<file path="config.mk">
export PLATFORM = sky130hd
export DESIGN_NAME = ecfd_top
export DESIGN_NICKNAME = d
export VERILOG_FILES = /design/src/rtl/ecfd_pkg.sv /design/src/rtl/ecfd_framer.sv /design/src/rtl/ecfd_lock_ctrl.sv /design/src/rtl/ecfd_out_stage.sv /design/src/rtl/ecfd_top.sv
export SDC_FILE = /design/constraint.sdc
export NUM_CORES = 1
export LEC_CHECK = 0
export BUFFER_PORTS_ARGS = -buffer_cell sky130_fd_sc_hd__buf_2
export CAP_MARGIN = 20
export CORE_AREA = 2 2 80 82
export DETAILED_ROUTE_END_ITERATION = 8
export DIE_AREA = 0 0 82 84
export HOLD_SLACK_MARGIN = 0.12
export PLACE_DENSITY = 0.49
export SLEW_MARGIN = 10
export SYNTH_ARGS = -nofsm -noshare
export SYNTH_HDL_FRONTEND = slang
export SYNTH_HIERARCHICAL = 1
export SYNTH_SLANG_ARGS = --single-unit
</file>
<file path="constraint.sdc">
create_clock -name clk -period 1.85 [get_ports clk]
set_input_delay 0.37 -clock clk [delete_from_list [all_inputs] [get_ports clk]]
set_output_delay 0.37 -clock clk [all_outputs]
set_load 0.01 [all_outputs]
</file>
<file path="src/rtl/ecfd_pkg.sv">
package ecfd_pkg;
  typedef enum logic {
    ST_HUNT   = 1'b0,
    ST_LOCKED = 1'b1
  } ecfd_state_e;
endpackage

</file>
<file path="src/rtl/ecfd_framer.sv">
module ecfd_framer #(
  parameter int DATA_BITS = 10,
  localparam int FRAME_BITS = DATA_BITS + 2,
  localparam int PW = $clog2(FRAME_BITS)
) (
  input  logic                 clk,
  input  logic                 clr,
  input  logic                 ser_in,
  input  logic                 slip,
  output logic                 chk,
  output logic                 frame_ok,
  output logic [DATA_BITS-1:0] payload,
  output logic [PW-1:0]        phase
);
  localparam int HIST = DATA_BITS + 1;
  localparam logic [PW-1:0] LAST = PW'(FRAME_BITS - 1);

  logic [HIST-1:0] hist_q;

  always_ff @(posedge clk) begin
    if (clr) begin
      hist_q <= '0;
      phase  <= '0;
    end else begin
      hist_q <= {ser_in, hist_q[HIST-1:1]};
      if (phase == LAST) phase <= slip ? PW'(1) : '0;
      else               phase <= phase + PW'(1);
    end
  end

  assign chk      = (phase == LAST);
  assign frame_ok = hist_q[0] & ~ser_in;
  assign payload  = hist_q[DATA_BITS:1];


  slip_step_chk: assert property (@(posedge clk) disable iff (clr)
    (chk && slip) |=> (phase == PW'(1)));
endmodule

</file>
<file path="src/rtl/ecfd_lock_ctrl.sv">
module ecfd_lock_ctrl
  import ecfd_pkg::*;
#(
  parameter int LOCK_FRAMES = 80,
  parameter int MISS_LIMIT  = 2,
  localparam int GW = $clog2(LOCK_FRAMES + 1),
  localparam int MW = $clog2(MISS_LIMIT + 1)
) (
  input  logic clk,
  input  logic clr,
  input  logic chk,
  input  logic frame_ok,
  output logic locked,
  output logic take,
  output logic slip,
  output logic lost
);
  ecfd_state_e st_q;
  logic [GW-1:0] good_q;
  logic [MW-1:0] miss_q;

  always_comb begin
    take = 1'b0;
    slip = 1'b0;
    lost = 1'b0;
    if (chk) begin
      if (st_q == ST_HUNT) begin
        if (frame_ok) take = (good_q == GW'(LOCK_FRAMES - 1));
        else          slip = 1'b1;
      end else begin
        if (frame_ok) take = 1'b1;
        else if (miss_q == MW'(MISS_LIMIT - 1)) begin
          lost = 1'b1;
          slip = 1'b1;
        end
      end
    end
  end

  always_ff @(posedge clk) begin
    if (clr) begin
      st_q   <= ST_HUNT;
      good_q <= '0;
      miss_q <= '0;
    end else if (chk) begin
      if (st_q == ST_HUNT) begin
        if (!frame_ok)  good_q <= '0;
        else if (take) begin
          st_q   <= ST_LOCKED;
          good_q <= '0;
          miss_q <= '0;
        end else        good_q <= good_q + GW'(1);
      end else begin
        if (frame_ok)   miss_q <= '0;
        else if (lost) begin
          st_q   <= ST_HUNT;
          miss_q <= '0;
        end else        miss_q <= miss_q + MW'(1);
      end
    end
  end

  assign locked = (st_q == ST_LOCKED);


  single_miss_hold_chk: assert property (@(posedge clk) disable iff (clr)
    ((MISS_LIMIT > 1) && locked && chk && !frame_ok && miss_q == '0) |=> locked);


  drop_cause_chk: assert property (@(posedge clk) disable iff (clr)
    $fell(locked) |-> ($past(clr) || $past(chk && !frame_ok)));


  hunt_reset_chk: assert property (@(posedge clk) disable iff (clr)
    (!locked && chk && !frame_ok) |=> (good_q == '0 && !locked));
endmodule

</file>
<file path="src/rtl/ecfd_out_stage.sv">
module ecfd_out_stage #(
  parameter int DATA_BITS = 10,
  localparam int FRAME_BITS = DATA_BITS + 2,
  localparam int PW = $clog2(FRAME_BITS)
) (
  input  logic                 clk,
  input  logic                 clr,
  input  logic                 take,
  input  logic                 lost,
  input  logic                 locked,
  input  logic [DATA_BITS-1:0] payload,
  input  logic [PW-1:0]        phase,
  input  logic                 out_en,
  input  logic                 pwr_up,
  input  logic                 edge_sel,
  output logic [DATA_BITS-1:0] word_out,
  output logic                 word_vld,
  output logic                 wclk_out,
  output logic                 out_off
);
  localparam logic [PW-1:0] HALF = PW'(FRAME_BITS / 2);

  logic [DATA_BITS-1:0] word_q;
  logic                 vld_q;
  logic                 enable;

  always_ff @(posedge clk) begin
    if (clr) begin
      word_q <= '0;
      vld_q  <= 1'b0;
    end else begin
      vld_q <= take;
      if (take)      word_q <= payload;
      else if (lost) word_q <= '0;
    end
  end

  assign enable   = out_en & pwr_up;
  assign word_out = enable ? word_q : '0;
  assign word_vld = enable & vld_q;
  assign wclk_out = enable & locked & ((phase < HALF) == edge_sel);
  assign out_off  = ~enable;


  quiet_unlocked_chk: assert property (@(posedge clk) disable iff (clr)
    !locked |-> (word_q == '0 && !vld_q));


  lock_with_word_chk: assert property (@(posedge clk) disable iff (clr)
    $rose(locked) |-> vld_q);
endmodule

</file>
<file path="src/rtl/ecfd_top.sv">
module ecfd_top #(
  parameter int DATA_BITS   = 10,
  parameter int LOCK_FRAMES = 80,
  parameter int MISS_LIMIT  = 2
) (
  input  logic                 clk,
  input  logic                 rst,
  input  logic                 pwr_up,
  input  logic                 out_en,
  input  logic                 edge_sel,
  input  logic                 ser_in,
  output logic [DATA_BITS-1:0] word_out,
  output logic                 word_vld,
  output logic                 wclk_out,
  output logic                 lock_n,
  output logic                 out_off
);
  localparam int FRAME_BITS = DATA_BITS + 2;
  localparam int PW = $clog2(FRAME_BITS);

  logic                 clr;
  logic                 chk, frame_ok, slip, take, lost, locked;
  logic [DATA_BITS-1:0] payload;
  logic [PW-1:0]        phase;

  assign clr = rst | ~pwr_up;

  ecfd_framer #(.DATA_BITS(DATA_BITS)) u_framer (
    .clk(clk), .clr(clr), .ser_in(ser_in), .slip(slip),
    .chk(chk), .frame_ok(frame_ok), .payload(payload), .phase(phase)
  );

  ecfd_lock_ctrl #(.LOCK_FRAMES(LOCK_FRAMES), .MISS_LIMIT(MISS_LIMIT)) u_lock (
    .clk(clk), .clr(clr), .chk(chk), .frame_ok(frame_ok),
    .locked(locked), .take(take), .slip(slip), .lost(lost)
  );

  ecfd_out_stage #(.DATA_BITS(DATA_BITS)) u_out (
    .clk(clk), .clr(clr), .take(take), .lost(lost), .locked(locked),
    .payload(payload), .phase(phase), .out_en(out_en), .pwr_up(pwr_up),
    .edge_sel(edge_sel), .word_out(word_out), .word_vld(word_vld),
    .wclk_out(wclk_out), .out_off(out_off)
  );

  assign lock_n = ~locked;


  powerdown_quiet_chk: assert property (@(posedge clk) disable iff (rst)
    !pwr_up |=> (lock_n && !word_vld && !wclk_out));
endmodule

</file>
# Word-level counts from Yosys, hierarchy flattened

Cells that the tools add are included.
W data, S select, Z words.

Bits in registers: 36
Input bits: 6
Output and inout port bits: 14
Word-level logic and storage cells: 58

Add/subtract/negate cells: 3
Magnitude comparators: 1
Equality and inequality tests: 4
Multiplexer cells: 28
Bitwise gates (word level): 10
Reduce and logical (&&, ||, !) cells: 5

Operators by type and width:

| operator              | count |
|---|---|
| $mux W10              | 3 |
| $mux W1               | 17 |
| $mux W7               | 2 |
| $mux W2               | 5 |
| $add A7 B1 Y7 const B | 1 |
| $eq A7 B7 Y1 const B  | 1 |
| $reduce_bool A2 Y1    | 3 |
| $and A1 B1 Y1         | 5 |
| $add A4 B1 Y4 const B | 1 |
| $eq A4 B4 Y1 const B  | 1 |
| $lt A4 B3 Y1 const B  | 1 |
| $mux W4               | 1 |
| $not A1 Y1            | 4 |
| $reduce_and A3 Y1     | 1 |
| $add A2 B1 Y2 const B | 1 |
| $eq A2 B1 Y1 const B  | 1 |
| $reduce_and A2 Y1     | 1 |
| $eq A1 B1 Y1          | 1 |
| $or A1 B1 Y1          | 1 |

# Logic depth before layout (Yosys ltp)

Depth in word-level cells: 8
Depth in mapped cells: 8
Gate-level depth less buffers: 6

# Modules after synthesis

Netlist, hierarchy kept.

By module, submodules not included:

| module         | times used | cells an instance | area an instance (sq um) | seq. area each (sq um) |
|---|---|---|---|---|
| ecfd_lock_ctrl | 1          | 62                | 563.0                    | 200.2 |
| ecfd_framer    | 1          | 52                | 546.8                    | 300.3 |
| ecfd_out_stage | 1          | 63                | 531.8                    | 220.2 |
| ecfd_top       | 1          | 2                 | 10.0                     | 0.0 |

# Worst setup path after synthesis

No wires, ideal clock.

Kind: flip-flop to flip-flop
Start point: register u_lock.good_q[0]
End point: register u_out.word_q[0]
Arrival time: 1586 ps
Required time: 1780 ps
Slack: 193 ps
Stages on the path, launching flop included: 8
Buffers on the path: 1
Clock period less this slack: 1657 ps
Cell sequence: dfxtp_1 -> ha_1 -> nand4bb_4 -> o21ai_0 -> and3_1 -> buf_6 -> or3b_1 -> a21oi_1

Longest elaborated chain between the ends: 5

Ends and longest elaborated chain:

| what                                                  | RTL line             | source |
|---|---|---|
| start: declaration                                    | ecfd_lock_ctrl.sv:19 | `logic [GW-1:0] good_q;` |
| start signal: assignment                              | ecfd_lock_ctrl.sv:52 | `end else good_q <= good_q + GW'(1);` |
| $eq A7 B7 Y1 *                                        | ecfd_lock_ctrl.sv:28 | `if (frame_ok) take = (good_q == GW'(LOCK_FRAMES - 1));` |
| $mux W1 *                                             | ecfd_lock_ctrl.sv:28 |  |
| $mux W1 *                                             | ecfd_lock_ctrl.sv:27 | `if (st_q == ST_HUNT) begin` |
| $mux W1 *                                             | ecfd_lock_ctrl.sv:26 | `if (chk) begin` |
| net take                                              | ecfd_top.sv:22       | `logic chk, frame_ok, slip, take, lost, locked;` |
| $mux W10 / $reduce_bool A2 Y1 (equally long branches) | n/a                  |  |
| end signal: assignment                                | ecfd_out_stage.sv:33 | `if (take) word_q <= payload;` |
| end: declaration                                      | ecfd_out_stage.sv:23 | `logic [DATA_BITS-1:0] word_q;` |

Mark *: on every way through the listed nets, which the timed path passes. The rest lies on a longest branch.
A chain may end at the register's enable or synchronous reset.

# Worst setup path after layout

Start point: register u_framer.phase[0]
End point: register u_out.word_q[3]

Longest elaborated chain between the ends: 3

Ends and longest elaborated chain:

| what                                                  | RTL line             | source |
|---|---|---|
| start: declaration                                    | ecfd_framer.sv:13    | `output logic [PW-1:0] phase` |
| start signal: assignment                              | ecfd_framer.sv:26    | `if (phase == LAST) phase <= slip ? PW'(1) : '0;` |
| start signal: assignment                              | ecfd_framer.sv:27    | `else phase <= phase + PW'(1);` |
| $eq A4 B4 Y1 *                                        | ecfd_framer.sv:31    | `assign chk = (phase == LAST);` |
| net chk                                               | ecfd_top.sv:22       |  |
| $mux W1 *                                             | ecfd_lock_ctrl.sv:26 |  |
| net take                                              | ecfd_top.sv:22       |  |
| $mux W10 / $reduce_bool A2 Y1 (equally long branches) | n/a                  |  |

Marked as above.

==> summary.txt <==
Outcome
  • Outcome: completed

Floorplan
  • IO Pins: 20
  • Die width: 82 µm
  • Core Area: 6100 µm²
  • Die height: 84 µm
  • Row count: 29
  • Die footprint: 6890 µm²
  • Initial core utilization: 27.1%

Global routing
  • Number of global-route vias before repair: 1208
  • Initial antenna violation count: 0
  • Largest net degree at the start of global routing: 35
  • GRT Total Usage: 10.4%
  • First-pass GRT wire length: 5.51 mm
  • Congestion Overflow GR: 0

Finish
  • Post-layout util: 31.3%
  • N_diodes: 0
  • Final nets: 205
  • P&R area growth vs syn: 15.5%
  • Layout cells sized above 1: 22.4%

CTS
  • Clock Path Buffers: 2
  • Post-CTS Resized: 0
  • TritonCTS clock tree: built
  • Worst skew pair latency: 280 ps
  • Post-CTS Setup Bufs: 0
  • Clock Tree Root: clkbuf_8
  • Cts hold-fix bufs: 0
  • H-tree levels: 2
  • Sink Count: 36
  • Number of CTS-inserted buffers: 5
  • Clk slew on worst S/H paths: 70 ps

Worst setup path
  • Critical path, cell by cell: ha_1 -> and3b_2 -> and3_1 -> buf_12 -> or3b_1 -> a21oi_1
  • Worst EP arrival: 1940 ps
  • R2R Setup Slk: 120 ps
  • Critical Path Sink Type: register
  • Top delay family on crit path: simple AND/OR/NAND/NOR gates
  • Reg2reg end: u_out/word_q[3]$_SDFFE_PP0P_
  • Startpoint Class: register
  • Bufs and invs on worst path: 1
  • Worst path max stage delay: 380 ps
  • Logic depth of the worst register-to-register path: 6
  • CP Max Fanout: 22
  • CP Class: register to register
  • Worst flop-to-flop path startpoint: u_framer/phase[0]$_SDFF_PP0_
  • Critical Path RT: 2060 ps
  • Worst path slowest cell: or3b_1

Power
  • PwrDens: 739 nW/µm²
  • Combinational fraction of design power: 2.7%
  • Cell-internal power: 1.12 mW
  • Total power: 1.41 mW
  • Fraction of power consumed by sequential logic: 55.4%
  • Clk pwr share: 41.9%
  • Sw Pwr: 0.288 mW
  • Sw Ratio: 20.4%
  • Maximum vdd drop: 0.302 mV
  • Lkg Pwr: 0.730 nW

Synthesis
  • Flops & latches, synth: 36
  • Netlist cell types: 41
  • Yosys top cell by area: dfxtp_1
  • Async set-reset flop share out of synthesis: 0%
  • Post-Syn Area: 1650 µm²
  • Post-synth EDFFs: 0
  • Syn. warnings: 6
  • Synth area leaders: dfxtp_1, or3b_1, and3_1
  • Sequential cell area fraction in the yosys report: 43.6%
  • Mapped Nets: 188
  • Cells after synthesis: 179
  • Commonest cells post-synth: dfxtp_1, nand2_1, a21oi_1
  • Share of the synthesized area in the top cell type: 43.6%
  • Count leader, synth: dfxtp_1
  • Avg Inst Size Synth: 9.23 µm²
  • Top FF cell, synth: dfxtp_1

Timing
  • Tcrit/Tclk final: 93.3%
  • RSZ-0062 raised after global routing: false
  • Worst setup margin: 123 ps
  • Crit path time final: 1730 ps
  • Final Hold Fails: 0
  • Final Skew: 7.08 ps
  • Highest clock rate: 579 MHz
  • Fin Setup TNS: 0 ps
  • Setup-failing EPs final: 0
  • Final Slew Violations: 0
  • Pin slew with the least headroom to its limit: 346 ps
  • Max-slew headroom: 76.3%

Worst hold path
  • Hold EP: u_framer/hist_q[10]$_SDFF_PP0_
  • Worst hold-check path type: input pin to register
  • Hold path start: ser_in
  • WHS Path Cells: 2

Placement
  • Post-DP HPWL: 2.16 mm
  • Setup WS pre-CTS: 136 ps
  • PortBufs: 19
  • Routability cong.: 0.706

Job
  • Max cap viols: 0

Route
  • DR pass1 iterations: 4
  • DRC violations left: 0
  • Post-DR wirelength/cell: 11.7 µm
  • Uppermost layer routed: met4
  • M1 WL: 1.60 mm
  • Vias: 1209
  • Remaining antenna violation count: 0
  • Drt via density: 4.43
  • Total wire length: 3.19 mm
  • DR WL met2: 1.44 mm
  • Met3 wire length: 83 µm
  • Initial DRC Count: 40
-- through the flow --
stage,hold WS (ps),cells,instance area [µm²]
global route,356,273,1910
detailed placement,448,266,1810
finish,348,273,1910
CTS,338,273,1900
global placement,446,266,1810
floorplan,439,179,1650
-- how the worst max path moves through the flow --
stage                                        from                      endpoint  slack, ps  cells past startpoint
global placement    u_lock/good_q[1]$_SDFFE_PP0P_  u_out/word_q[9]$_SDFFE_PP0P_        160                      7
CTS                 u_lock/good_q[1]$_SDFFE_PP0P_  u_out/word_q[3]$_SDFFE_PP0P_         90                      7
finish               u_framer/phase[0]$_SDFF_PP0_  u_out/word_q[3]$_SDFFE_PP0P_        120                      6
floorplan           u_lock/good_q[0]$_SDFFE_PP0P_  u_out/word_q[0]$_SDFFE_PP0P_        190                      7
detailed placement  u_lock/good_q[1]$_SDFFE_PP0P_  u_out/word_q[2]$_SDFFE_PP0P_        140                      7
global route        u_lock/good_q[1]$_SDFFE_PP0P_  u_out/word_q[3]$_SDFFE_PP0P_         10                      7
-- placed cells by master, fill, tap and decap left out, drive strengths merged, types with 3 or more instances in the layout --
cell | Yosys | final
clkbuf | 4 | 7
inv | 5 | 5
nand2 | 18 | 18
o21ai | 3 | 3
nand4 | 5 | 5
or3b | 10 | 10
dfxtp | 36 | 36
and3 | 13 | 13
nor2 | 9 | 9
nor2b | 13 | 13
xor2 | 4 | 4
a21oi | 16 | 16
mux2i | 3 | 3
ha | 3 | 3
buf | 13 | 27
-- registers in the layout, summed over array words and instances, names as in the netlist --
signal / count
u_lock/locked: 1
u_out/vld_q: 1
u_out/word_q: 10
u_framer/phase: 4
u_lock/good_q: 7
u_framer/hist_q: 11
u_lock/miss_q: 2
-- worst reg2reg max path, cell delays in order (launching register included) --
cell,delay [ps]
dfxtp_1,330
ha_1,220
and3b_2,240
and3_1,180
buf_12,150
or3b_1,390
a21oi_1,150
-- cell families (layout without fill, tap and decap cells) --
group	after synthesis	in the layout	share of synthesized area, %
buf+inv	22	39	7.80
mux	3	3	1.82
simple gates	84	84	31.9
xor+xnor	4	4	2.12
flops	36	36	43.6
compound gates	27	27	10.5
fa+ha+maj	3	3	2.27
-- power by group through the flow --
stage	registers, mW	logic [mW]	clock network, mW
after floorplan	0.798	0.0244	0
after global placement	0.798	0.0387	0
after detailed placement	0.798	0.0387	0
after CTS	0.780	0.0389	0.619
after global routing	0.780	0.0432	0.642
final	0.781	0.0380	0.591
-- layer usage --
| layer | GRT usage [%] | vias to the layer above |
|---|---|---|
| met5 | 0 | - |
| met4 | 5.45 | 0 |
| met3 | 2.60 | 7 |
| met2 | 15.8 | 14 |
| met1 | 13.5 | 542 |
| li1 | - | 646 |
-- layout make-up --
| type | count | area [µm²] |
|---|---|---|
| fillers | 659 | 4190 |
| multi-input cells | 121 | 808 |
| flip-flops and latches | 36 | 721 |
| well taps | 77 | 96.3 |
| repair buffers | 27 | 168 |
| inverters | 5 | 18.8 |
| clock buffers | 7 | 96.3 |
No activity file was read; power rests on OpenSTA's default activity.
